`src/rtl/mdio_cmd_pkg.sv`:
```
package mdio_cmd_pkg;
    localparam int REQ_POS    = 31;
    localparam int RD_POS     = 30;
    localparam int PHY_LSB    = 21;
    localparam int REG_LSB    = 16;
    localparam int ADDR_W     = 5;
    localparam int DATA_W     = 16;
    localparam int PRE_BITS   = 32;
    localparam int BODY_BITS  = 2 + 2 + ADDR_W + ADDR_W + 2 + DATA_W;
    localparam int FRAME_BITS = PRE_BITS + BODY_BITS;
    localparam int IDX_W      = $clog2(FRAME_BITS);

    localparam int END_PRE   = PRE_BITS - 1;
    localparam int END_START = END_PRE + 2;
    localparam int END_OP    = END_START + 2;
    localparam int END_PHY   = END_OP + ADDR_W;
    localparam int END_REG   = END_PHY + ADDR_W;
    localparam int END_TURN  = END_REG + 2;
    localparam int END_FRAME = FRAME_BITS - 1;

    typedef enum logic [2:0] {
        ST_IDLE,
        ST_PREAMBLE,
        ST_START,
        ST_OPCODE,
        ST_PHYADDR,
        ST_REGADDR,
        ST_TURN,
        ST_DATA
    } mdio_state_e;
endpackage

```
`src/rtl/mdio_clk_div.sv`:
```
module mdio_clk_div #(
    parameter int CLK_DIV = 10
) (
    input  logic clk,
    input  logic rst_n,
    input  logic run,
    output logic mdc,
    output logic rise_tick,
    output logic fall_tick
);
    localparam int CW = (CLK_DIV > 1) ? $clog2(CLK_DIV) : 1;
    localparam logic [CW-1:0] CNT_LAST = CW'(CLK_DIV - 1);

    logic [CW-1:0] cnt;
    logic          wrap;

    assign wrap      = run && (cnt == CNT_LAST);
    assign rise_tick = wrap && !mdc;
    assign fall_tick = wrap && mdc;

    always_ff @(posedge clk) begin
        if (!rst_n || !run) begin
            cnt <= '0;
            mdc <= 1'b0;
        end else if (wrap) begin
            cnt <= '0;
            mdc <= ~mdc;
        end else begin
            cnt <= cnt + 1'b1;
        end
    end
endmodule

```
`src/rtl/mdio_frame_fsm.sv`:
```
module mdio_frame_fsm
    import mdio_cmd_pkg::*;
(
    input  logic              clk,
    input  logic              rst_n,
    input  logic              start,
    input  logic              is_read,
    input  logic [ADDR_W-1:0] phy_addr,
    input  logic [ADDR_W-1:0] reg_addr,
    input  logic [DATA_W-1:0] wr_data,
    input  logic              rise_tick,
    input  logic              fall_tick,
    input  logic              mdio_i,
    output logic              active,
    output logic              done,
    output logic [DATA_W-1:0] rd_data,
    output logic              mdio_o,
    output logic              mdio_oe
);
    localparam logic [IDX_W-1:0] I_PRE   = IDX_W'(END_PRE);
    localparam logic [IDX_W-1:0] I_START = IDX_W'(END_START);
    localparam logic [IDX_W-1:0] I_OP    = IDX_W'(END_OP);
    localparam logic [IDX_W-1:0] I_PHY   = IDX_W'(END_PHY);
    localparam logic [IDX_W-1:0] I_REG   = IDX_W'(END_REG);
    localparam logic [IDX_W-1:0] I_TURN  = IDX_W'(END_TURN);
    localparam logic [IDX_W-1:0] I_LAST  = IDX_W'(END_FRAME);

    mdio_state_e          state, state_nxt;
    logic [IDX_W-1:0]     bidx;
    logic [BODY_BITS-1:0] shreg;
    logic                 rd_q;

    assign active = (state != ST_IDLE);
    assign done   = fall_tick && (state == ST_DATA) && (bidx == I_LAST);

    // next phase once the current bit ends
    always_comb begin
        state_nxt = state;
        unique case (state)
            ST_IDLE:     state_nxt = ST_IDLE;
            ST_PREAMBLE: if (bidx == I_PRE)   state_nxt = ST_START;
            ST_START:    if (bidx == I_START) state_nxt = ST_OPCODE;
            ST_OPCODE:   if (bidx == I_OP)    state_nxt = ST_PHYADDR;
            ST_PHYADDR:  if (bidx == I_PHY)   state_nxt = ST_REGADDR;
            ST_REGADDR:  if (bidx == I_REG)   state_nxt = ST_TURN;
            ST_TURN:     if (bidx == I_TURN)  state_nxt = ST_DATA;
            ST_DATA:     state_nxt = ST_DATA;
        endcase
    end

    // state register and bit index
    always_ff @(posedge clk) begin
        if (!rst_n) begin
            state <= ST_IDLE;
            bidx  <= '0;
        end else if (start && !active) begin
            state <= ST_PREAMBLE;
            bidx  <= '0;
        end else if (fall_tick) begin
            if (done) begin
                state <= ST_IDLE;
                bidx  <= '0;
            end else begin
                state <= state_nxt;
                bidx  <= bidx + 1'b1;
            end
        end
    end

    // outgoing shift register and incoming capture
    always_ff @(posedge clk) begin
        if (!rst_n) begin
            shreg   <= '0;
            rd_data <= '0;
            rd_q    <= 1'b0;
        end else if (start && !active) begin
            shreg <= {2'b01, (is_read ? 2'b10 : 2'b01), phy_addr, reg_addr,
                      2'b10, wr_data};
            rd_q  <= is_read;
        end else begin
            if (rise_tick && state == ST_DATA)
                rd_data <= {rd_data[DATA_W-2:0], mdio_i};
            if (fall_tick && state != ST_PREAMBLE && !done)
                shreg <= {shreg[BODY_BITS-2:0], 1'b0};
        end
    end

    // pin outputs
    always_comb begin
        mdio_oe = 1'b0;
        mdio_o  = 1'b1;
        unique case (state)
            ST_IDLE: begin
                mdio_oe = 1'b0;
                mdio_o  = 1'b1;
            end
            ST_PREAMBLE: begin
                mdio_oe = 1'b1;
                mdio_o  = 1'b1;
            end
            ST_START, ST_OPCODE, ST_PHYADDR, ST_REGADDR: begin
                mdio_oe = 1'b1;
                mdio_o  = shreg[BODY_BITS-1];
            end
            ST_TURN, ST_DATA: begin
                mdio_oe = !rd_q;
                mdio_o  = shreg[BODY_BITS-1];
            end
        endcase
    end
endmodule

```
`src/rtl/mdio_cmd_reg.sv`:
```
module mdio_cmd_reg
    import mdio_cmd_pkg::*;
(
    input  logic              clk,
    input  logic              rst_n,
    input  logic              reg_wr,
    input  logic [31:0]       reg_wdata,
    input  logic              active,
    input  logic              done,
    input  logic [DATA_W-1:0] rd_data,
    output logic              start,
    output logic [31:0]       reg_rdata
);
    logic              rd_q;
    logic [ADDR_W-1:0] phy_q;
    logic [ADDR_W-1:0] reg_q;
    logic [DATA_W-1:0] data_q;
    logic              unused_rsvd;

    assign unused_rsvd = ^reg_wdata[RD_POS-1:PHY_LSB+ADDR_W];
    assign start       = reg_wr && reg_wdata[REQ_POS] && !active;

    always_ff @(posedge clk) begin
        if (!rst_n) begin
            rd_q   <= 1'b0;
            phy_q  <= '0;
            reg_q  <= '0;
            data_q <= '0;
        end else if (start) begin
            rd_q   <= reg_wdata[RD_POS];
            phy_q  <= reg_wdata[PHY_LSB +: ADDR_W];
            reg_q  <= reg_wdata[REG_LSB +: ADDR_W];
            data_q <= reg_wdata[DATA_W-1:0];
        end else if (done && rd_q) begin
            data_q <= rd_data;
        end
    end

    always_comb begin
        reg_rdata                      = '0;
        reg_rdata[REQ_POS]             = active;
        reg_rdata[RD_POS]              = rd_q;
        reg_rdata[PHY_LSB +: ADDR_W]   = phy_q;
        reg_rdata[REG_LSB +: ADDR_W]   = reg_q;
        reg_rdata[DATA_W-1:0]          = data_q;
    end
endmodule

```
`src/rtl/mdio_cmd_master.sv`:
```
module mdio_cmd_master
    import mdio_cmd_pkg::*;
#(
    parameter int CLK_DIV = 10
) (
    input  logic        clk,
    input  logic        rst_n,
    input  logic        reg_wr,
    input  logic [31:0] reg_wdata,
    output logic [31:0] reg_rdata,
    output logic        mdc,
    output logic        mdio_o,
    output logic        mdio_oe,
    input  logic        mdio_i
);
    logic              start;
    logic              active;
    logic              done;
    logic              rise_tick;
    logic              fall_tick;
    logic [DATA_W-1:0] rd_data;

    mdio_cmd_reg u_cmd (
        .clk       (clk),
        .rst_n     (rst_n),
        .reg_wr    (reg_wr),
        .reg_wdata (reg_wdata),
        .active    (active),
        .done      (done),
        .rd_data   (rd_data),
        .start     (start),
        .reg_rdata (reg_rdata)
    );

    mdio_clk_div #(.CLK_DIV(CLK_DIV)) u_div (
        .clk       (clk),
        .rst_n     (rst_n),
        .run       (active),
        .mdc       (mdc),
        .rise_tick (rise_tick),
        .fall_tick (fall_tick)
    );

    mdio_frame_fsm u_fsm (
        .clk       (clk),
        .rst_n     (rst_n),
        .start     (start),
        .is_read   (reg_wdata[RD_POS]),
        .phy_addr  (reg_wdata[PHY_LSB +: ADDR_W]),
        .reg_addr  (reg_wdata[REG_LSB +: ADDR_W]),
        .wr_data   (reg_wdata[DATA_W-1:0]),
        .rise_tick (rise_tick),
        .fall_tick (fall_tick),
        .mdio_i    (mdio_i),
        .active    (active),
        .done      (done),
        .rd_data   (rd_data),
        .mdio_o    (mdio_o),
        .mdio_oe   (mdio_oe)
    );
endmodule

```
`config.mk`:
```
export PLATFORM = sky130hd
export DESIGN_NAME = mdio_cmd_master
export DESIGN_NICKNAME = d
export VERILOG_FILES = /design/src/rtl/mdio_cmd_pkg.sv /design/src/rtl/mdio_clk_div.sv /design/src/rtl/mdio_frame_fsm.sv /design/src/rtl/mdio_cmd_reg.sv /design/src/rtl/mdio_cmd_master.sv
export SDC_FILE = /design/constraint.sdc
export NUM_CORES = 1
export LEC_CHECK = 0
export CORE_MARGIN = 8
export CORE_UTILIZATION = 49
export CTS_CLUSTER_SIZE = 40
export DETAILED_ROUTE_END_ITERATION = 10
export DONT_BUFFER_PORTS = 1
export PLACE_DENSITY = 0.61
export RECOVER_POWER = 50
export SYNTH_ARGS = -nofsm -noshare
export SYNTH_HDL_FRONTEND = slang
export SYNTH_SLANG_ARGS = --single-unit
```
`constraint.sdc`:
```
create_clock -name clk -period 2.3 [get_ports clk]
set_clock_uncertainty 0.05 [all_clocks]
set_input_delay 0.575 -clock clk [delete_from_list [all_inputs] [get_ports clk]]
set_output_delay 0.575 -clock clk [all_outputs]
set_load 0.05 [all_outputs]
```
==> results of run 1 <==
[layout by cell type, fill, tap and decap left out, drive strengths merged, types with 4 or more instances in the layout]
cell type,n
nor2,33
o21ai,32
xor2,5
conb,4
clkbuf,12
a21oi,17
ha,5
mux2i,16
nor3,9
nand2,122
buf,9
a31oi,47
nand3,9
dfxtp,89
inv,10
clkinv,4
[worst max-delay path, stage by stage, from the launching register on]
cell and delay [ns]:
dfxtp_1 0.59, nor2_1 0.18, or2_2 0.44
[power by group through the flow]
stage	Combinational (mW)	Clock, mW	Sequential, mW
final	0.181	1.01	1.75
after detailed placement	0.186	0	1.79
after floorplan	0.171	0	1.78
after global placement	0.183	0	1.79
after global routing	0.208	1.10	1.77
after CTS	0.187	1.04	1.76
[registers in the layout, summed over array words and instances, names as in the netlist]
name           count
u_cmd.data_q      16
u_cmd.reg_q        5
u_cmd.phy_q        5
u_fsm.rd_q         1
u_fsm.rd_data     16
u_fsm.shreg       32
u_fsm.state        3
u_div.cnt          4
u_fsm.bidx         6
u_div.mdc          1
[final timing paths]
check / startpoint / slack (ns) / cells after the start / endpoint
worst max-delay path: u_fsm.state[2] / 0.10 / 2 / mdio_o
worst min-delay path: rst_n / 0.28 / 2 / u_fsm.state[2]
worst max register to register: u_fsm.state[2] / 0.28 / 5 / u_fsm.bidx[0]
worst min register to register: u_fsm.shreg[15] / 0.41 / 2 / u_fsm.shreg[16]
[final cells by class]
class,instances,area share
Sequential cell,89,0.451
Timing Repair Buffer,12,0.0203
Multi-Input combinational cell,323,0.440
Clock inverter,7,0.0168
Clock buffer,9,0.0313
Inverter,9,0.00855
Tap cell,102,0.0323
[synthesized netlist by cell type (2+ instances only)]
master / number
nand4_1: 2
xnor2_1: 2
a21oi_1: 17
mux2i_1: 16
clkbuf_1: 15
buf_2: 12
nand2_1: 121
buf_6: 2
dfxtp_1: 89
a31oi_1: 47
nor3_4: 2
and3_1: 2
buf_4: 8
ha_1: 5
o21ai_0: 32
nor2_1: 32
nor3_1: 7
xor2_1: 5
nand3_1: 9
inv_1: 8
[repair_timing]
action / 4_1_cts / 5_1_grt
buffers inserted: 0 / 0
setup endpoints to repair: 0 / 2
gates resized for setup: 0 / 1
[cells by family (layout without fill, tap and decap cells)]
logic type,after synthesis,count (layout)
DFF,89,89
adders and majority gates,5,5
xor gates and xnor gates,7,7
and+or+nand+nor,189,189
AOI/OAI and AO/OA,102,102
muxes,16,16
other,1,4
buffers and inverters,47,37
[per-stage QoR]
step	hold slack (ns)	power, mW	utilization	area (µm²)
3_3_place_gp	0.391	1.97	0.502	3800
2_1_floorplan	0.382	1.95	-	3760
5_1_grt	0.267	3.07	0.522	3950
3_5_place_dp	0.395	1.98	0.502	3800
6_report	0.281	2.94	0.522	3950
4_1_cts	0.265	2.98	0.527	3990
[layer usage]
layer / track usage / vias up
li1: - / 1531
met3: 0.0589 / 10
met2: 0.261 / 82
met5: 0 / -
met4: 0.0523 / 0
met1: 0.196 / 1398
==> results, run 1 <==
- Setup repair after global routing left no endpoint under its margin.
- The fraction of the mapped netlist area in simple logic gates is 0.226.
- For this run, the register share of the synthesized area comes to 0.475.
- The clock sink total is 89.
- The initial utilization of the core area, before any placement, comes to 0.495.
- The vias per cell is 5.48.
- The most used flip-flop cell after synthesis is dfxtp_1.
- The run finished with clean final reports.
- Input and output buffers added on the ports amount to 0.
- The top-level port count is 71.
- The max-capacitance violation count is 0.
- The share of async-settable or async-resettable flops after synthesis is 0.
- The register bit count reported by yosys is 89.
- The layout overhead on the synthesized area is 5.41%.
- The worst hold path belongs to the class in2reg.
- The final critical-path setup slack is 0.103 ns.
- The longest clock path from root to sink contains 2 buffers.
- The clock reaches the later pin of the worst-skew pair after 0.35 ns.
- Once layout is complete, the cells apart from fillers number 551.
- Summed over all nets, wire length on met2 after detailed routing comes to 3690 µm.
- The critical setup path kind is reg2out.
- In this run the static leakage power is 1.36 nW.
- The die height is 103 µm.
- The fraction of synthesized cell area in xor and xnor cells is 0.0164.
- The total wirelength of the detailed-routed design is 8250 µm.
- By area the synthesized netlist is led by dfxtp_1, nand2_1, a31oi_1.
- STA puts the critical path data required time at 1.67 ns.
- The placed wire-length estimate is 5500 µm.
- The part of the power in combinational logic is 0.061.
- For this run, the post-layout net count is 485.
- The aggregate global routing overflow is 0.
- The multi-input gate area in the final layout is 1740 µm².
- Dividing the detail-routed wire length by the instance count gives 15.0 µm.
- The sort of element at the end of the critical path is an output port.
- The via count of the first global-routing pass is 2893.
- TritonCTS built the clock tree.
- The fraction of power spent switching nets is 0.293.
- Of the total power, the clock network draws 0.342.
- Summing over every cut layer, the via total after detailed routing is 3021.
- The minimum period implied by the final worst setup slack is 2.20 ns.
- Dividing the final minimum period by the clock period gives 0.955.
- The floorplan die width is 103 µm.
- The global router's overall resource usage is 0.162.
- The detailed router finished its first iteration with 161 violations.
- The number of levels in the clock H-tree is 3.
- IR analysis of the VDD net gives a maximum drop of 0.441 mV.
- The area enclosed by the die boundary is 10700 µm².
- The first global-routing pass estimated 13700 µm of wire.
- The number of antenna cells inserted is 0.
- The per-instance average area after synthesis is 8.22 µm².
- In the final layout, the share of cells above drive strength 1 is 0.0846.
- After detailed routing, the number of remaining DRC violations is 0.
- The data arrival time at the worst-slack endpoint is 1.57 ns.
- The length of routed met3 wiring is 658 µm.
- Entering global routing, the biggest net connects 85 pins.
- The portion of synthesized cell area occupied by the leading cell type is 0.475.
- The share of total power dissipated in sequential elements is 0.596.
- Prior to clock tree synthesis, the placed netlist has a worst setup slack of 0.335 ns.
- The number of pins exceeding their max-slew limit in the final report is 0.
- The transition time of the tightest slew-check pin is 0.755 ns.
- The number of enable-type register cells in the synthesized netlist is 0.
- The main combinational cell family by area after synthesis is simple AND/OR/NAND/NOR gates.
- The Yosys warning count is 0.
- The count of antenna-violating nets left after detailed routing is 0.
- After detailed routing, the wire length on met1 is 3780 µm.
- The share of synthesized area spent on multiplexers is 0.0427.
- TritonCTS created 9 clock buffers.
- The number of rows in the core area is 32.
- The total instance count after detailed placement is 535.
- Yosys mapped the design onto 43 distinct sky130hd cell types.
- The kind of start point of the critical path is a flip-flop.
- The final RePlAce weighted congestion is 0.899.
- Dividing total power by cell area gives a power density of 745 nW/µm².
- Summing every instance area after synthesis gives 3750 µm².
- The number of setup violations in the final report is 0.
- For the final routed database, the setup TNS stands at 0 ns.
- The post-CTS clock slew at the launch and capture registers of the worst setup and hold paths is 0.10 ns.
- Fill cells in the final layout number 767.
- In this run the clock root is driven by a clkbuf_8.
- The cell type with the highest aggregate area in the netlist is dfxtp_1.
- The top routing layer in use is met4.
- The core region is 7570 µm².
- The post-synthesis compound-gate area fraction is 0.159.
- The peak fanout along the critical path is 10.
- The combined flip-flop and latch cell area is 1780 µm².
- The internal portion of the total power is 2.08 mW.
- The number of antenna violations at the first check in global routing was 0.
- The worst slew margin relative to its limit is 0.497.
- The final-report hold violation count is 0.
- The number of hold buffers added after cts is 0.
- Summed over all nets, the switching power comes to 0.862 mW.
- The first detailed-routing pass took 4 iterations.
- Synthesis handed over a netlist of 456 instances.
- For this run, the top clock speed supported by timing is 455 MHz.
- The area share of fa/ha/maj cells after synthesis is 0.0167.
Power figures use the tool's default switching activity.
==> run 2, diff against run 1 <==
--- a/config.mk
+++ b/config.mk
@@ -10,8 +10,9 @@
 export CTS_CLUSTER_SIZE = 40
 export DETAILED_ROUTE_END_ITERATION = 10
 export DONT_BUFFER_PORTS = 1
-export PLACE_DENSITY = 0.61
+export PLACE_DENSITY = 0.69
 export RECOVER_POWER = 50
+export SETUP_SLACK_MARGIN = 0.1
 export SYNTH_ARGS = -nofsm -noshare
 export SYNTH_HDL_FRONTEND = slang
 export SYNTH_SLANG_ARGS = --single-unit
==> run 2 against run 1 <==
Net effect:
- utilization grew 0.60 points
- sequential cell count is the same
- combinational power grew 2%
- worst setup slack gained 0.12 ns
- power grew 2.7%
- first-iteration DRC count shrank 37%
- non-clock buffer count is the same
- sequential power is essentially flat
- fmax grew 5.8%
- clock-buffer cell count is the same
- highest routed layer unchanged
==> results, run 2 (same netlist as run 1, synthesis figures left out) <==
- The minimum period implied by the final worst setup slack was 2.08 ns (-0.120 ns).
- The peak fanout along the critical path is 10 (unchanged).
- More flip-flops sit in one register than any other, and that register is u_fsm.shreg.
- The effective utilization at floorplan is 0.495 (unchanged).
- The combined flip-flop and latch cell area came to 1780 µm² (about the same).
- The number of input and output port buffers inserted is 0 (unchanged).
- The setup slack on the worst flop-to-flop path is 0.32 ns (+0.04 ns).
- The die height is 103 µm (unchanged).
- The maximum clock insertion buffer count is 2 (unchanged).
- The insertion delay to the later sink of the worst-skew pair came to 0.34 ns (about the same).
- The count of antenna-violating nets left after detailed routing is 0 (unchanged).
- The kind of start point of the critical path is a flip-flop.
- The max-capacitance violation count is 0 (unchanged).
- The total negative slack for setup checks is 0 ns (unchanged).
- The floorplan die width is 103 µm (unchanged).
- The number of antenna cells inserted is 0 (unchanged).
- The largest net degree at the start of global routing is 56 (-34%).
- The total iterations of the first detailed-routing run is 4 (unchanged).
- The library cell used most frequently in the layout, excluding fill and tap cells, is nand2_1.
- The clock sink total is 89 (unchanged).
- The number of buffers created by CTS is 9 (unchanged).
- The number of vias after detailed routing was 2994 (-0.89%).
- In this run the critical register-to-register path is captured at u_fsm.rd_data[15].
- The final RePlAce weighted congestion is 0.886 (-1.5%).
- The share of layout cells above drive strength 1 is 0.0846 (unchanged).
- The wire length of the first global-routing pass is 13300 µm (-2.9%).
- The DRC violations left is 0 (unchanged).
- The vias per cell was 5.43 (-0.89%).
- The run finished with clean final reports.
- The power per cell area is 756 nW/µm² (+1.6%).
- The post-CTS clock slew at the launch and capture registers of the worst setup and hold paths is 0.09 ns (about the same).
- The flip-flop count of the largest register after layout came to 32 (unchanged).
- The final-report hold violation count came to 0 (unchanged).
- The type of the tightest min-delay check is in2reg.
- The via count of the first global-routing pass is 2866 (-0.93%).
- The cell depth of the worst flop-to-flop path is 6 (+1).
- The aggregate global routing overflow was 0 (unchanged).
- The end-of-flow core utilization was 0.528 (+0.00595).
- The global router's overall resource usage is 0.157 (-0.00456).
- The number of nets in the finished design is 485 (unchanged).
- The worst hold endpoint is u_fsm.state[2].
- The cell chosen for the clock root is clkbuf_8.
- The standby leakage power is 1.37 nW (+1.1%).
- The number of rows in the core area is 32 (unchanged).
- The number of setup violations in the final report came to 0 (unchanged).
- The data arrival time at the worst-slack endpoint came to 1.45 ns (-0.12 ns).
- The library cells used most frequently in the layout, excluding fill and tap cells, are nand2_1, dfxtp_1, a31oi_1.
- The largest registers in the layout are u_fsm.shreg (32), u_cmd.data_q (16), u_fsm.rd_data (16).
- The number of hold buffers added after cts is 0 (unchanged).
- The core box area is 7570 µm² (unchanged).
- The critical setup path kind is reg2out.
- The number of antenna violations at the first check in global routing came to 0 (unchanged).
- The achievable clock frequency is 481 MHz (+5.8%).
- The post-route clock period utilization was 0.903 (-0.0521).
- The worst register-to-register path begins at u_div.cnt[0].
- The peak supply drop is 0.453 mV (+2.7%).
- The number of levels in the clock H-tree is 3 (unchanged).
- Setup repair after global routing left no endpoint under its margin.
- The number of setup buffers added after CTS came to 0 (unchanged).
- The startpoint of the most critical hold path is rst_n.
- The area enclosed by the die boundary is 10700 µm² (unchanged).
- The total wirelength of the detailed-routed design was 8030 µm (-2.6%).
- The cell count of the worst hold path came to 2 (unchanged).
- The top-level port count is 71 (unchanged).
- The transition time of the tightest slew-check pin came to 0.642 ns (-0.112 ns).
- The DRC marker count from the first detailed-route iteration is 102 (-37%).
- The multi-input gate area in the final layout is 1750 µm² (+0.58%).
- The data required time of the critical path came to 1.67 ns (about the same).
- The average routed wire per standard cell is 14.6 µm (-2.6%).
- The TritonCTS clock tree is built.
- The sort of element at the end of the critical path is an output port.
- Compared with the post-synthesis result, the final layout area differs by 6.61%.
- The placed wire-length estimate is 5620 µm (+2.1%).
- The worst slew margin relative to its limit is 0.572 (+0.0750).
- The overall power consumption is 3.02 mW (+2.7%).
- The number of pins exceeding their max-slew limit in the final report is 0 (unchanged).
- The final-layout fill cell count came to 708 (-7.7%).
## run 2: how the worst max path moves through the flow
stage                         startpoint          endpoint  slack [ns]
after floorplan           u_fsm.state[1]           mdio_oe        0.28
after global placement      u_div.cnt[0]     u_fsm.bidx[5]        0.40
after detailed placement  u_fsm.state[1]  u_cmd.data_q[13]        0.37
after CTS                 u_fsm.state[2]            mdio_o        0.11
after global routing      u_fsm.state[0]     reg_rdata[31]        0.14
final                     u_fsm.state[0]     reg_rdata[31]        0.22
## run 2: where the power goes
part	internal [mW]	leakage [nW]	switching (mW)
Clock	0.513	0.0977	0.570
Sequential	1.61	0.728	0.144
Combinational	0.0615	0.546	0.124
Total	2.18	1.37	0.838
## run 2: stage by stage
step,instances,setup slack (ns),hold slack [ns],area [µm²]
after CTS,551,0.111,0.263,4030
after detailed placement,535,0.368,0.394,3820
after global placement,535,0.400,0.389,3820
after floorplan,459,0.283,0.382,3760
final,551,0.223,0.279,4000
after global routing,551,0.140,0.279,4000
## run 2: worst max-delay path, cell delays in order (launching register included)
cell,delay (ns)
dfxtp_1,0.43
nor3_4,0.36
inv_1,0.32
## run 2: area by class of cell
class                   count  area share
flip-flops and latches     89       0.446
multi-input cells         323       0.437
well taps                 102      0.0319
clock buffers               9      0.0310
repair buffers             12      0.0254
clock inverters             7      0.0197
inverters                   9     0.00845
## run 2: timing repair
action,CTS,global route
resized for setup,1,1
hold endpoints to repair,0,0
setup endpoints to repair,1,1
## run 2: routing by layer
metal	track usage	routed length, µm
met1	0.186	3560
met2	0.254	3680
met3	0.0556	704
met4	0.0634	82
met5	0	0
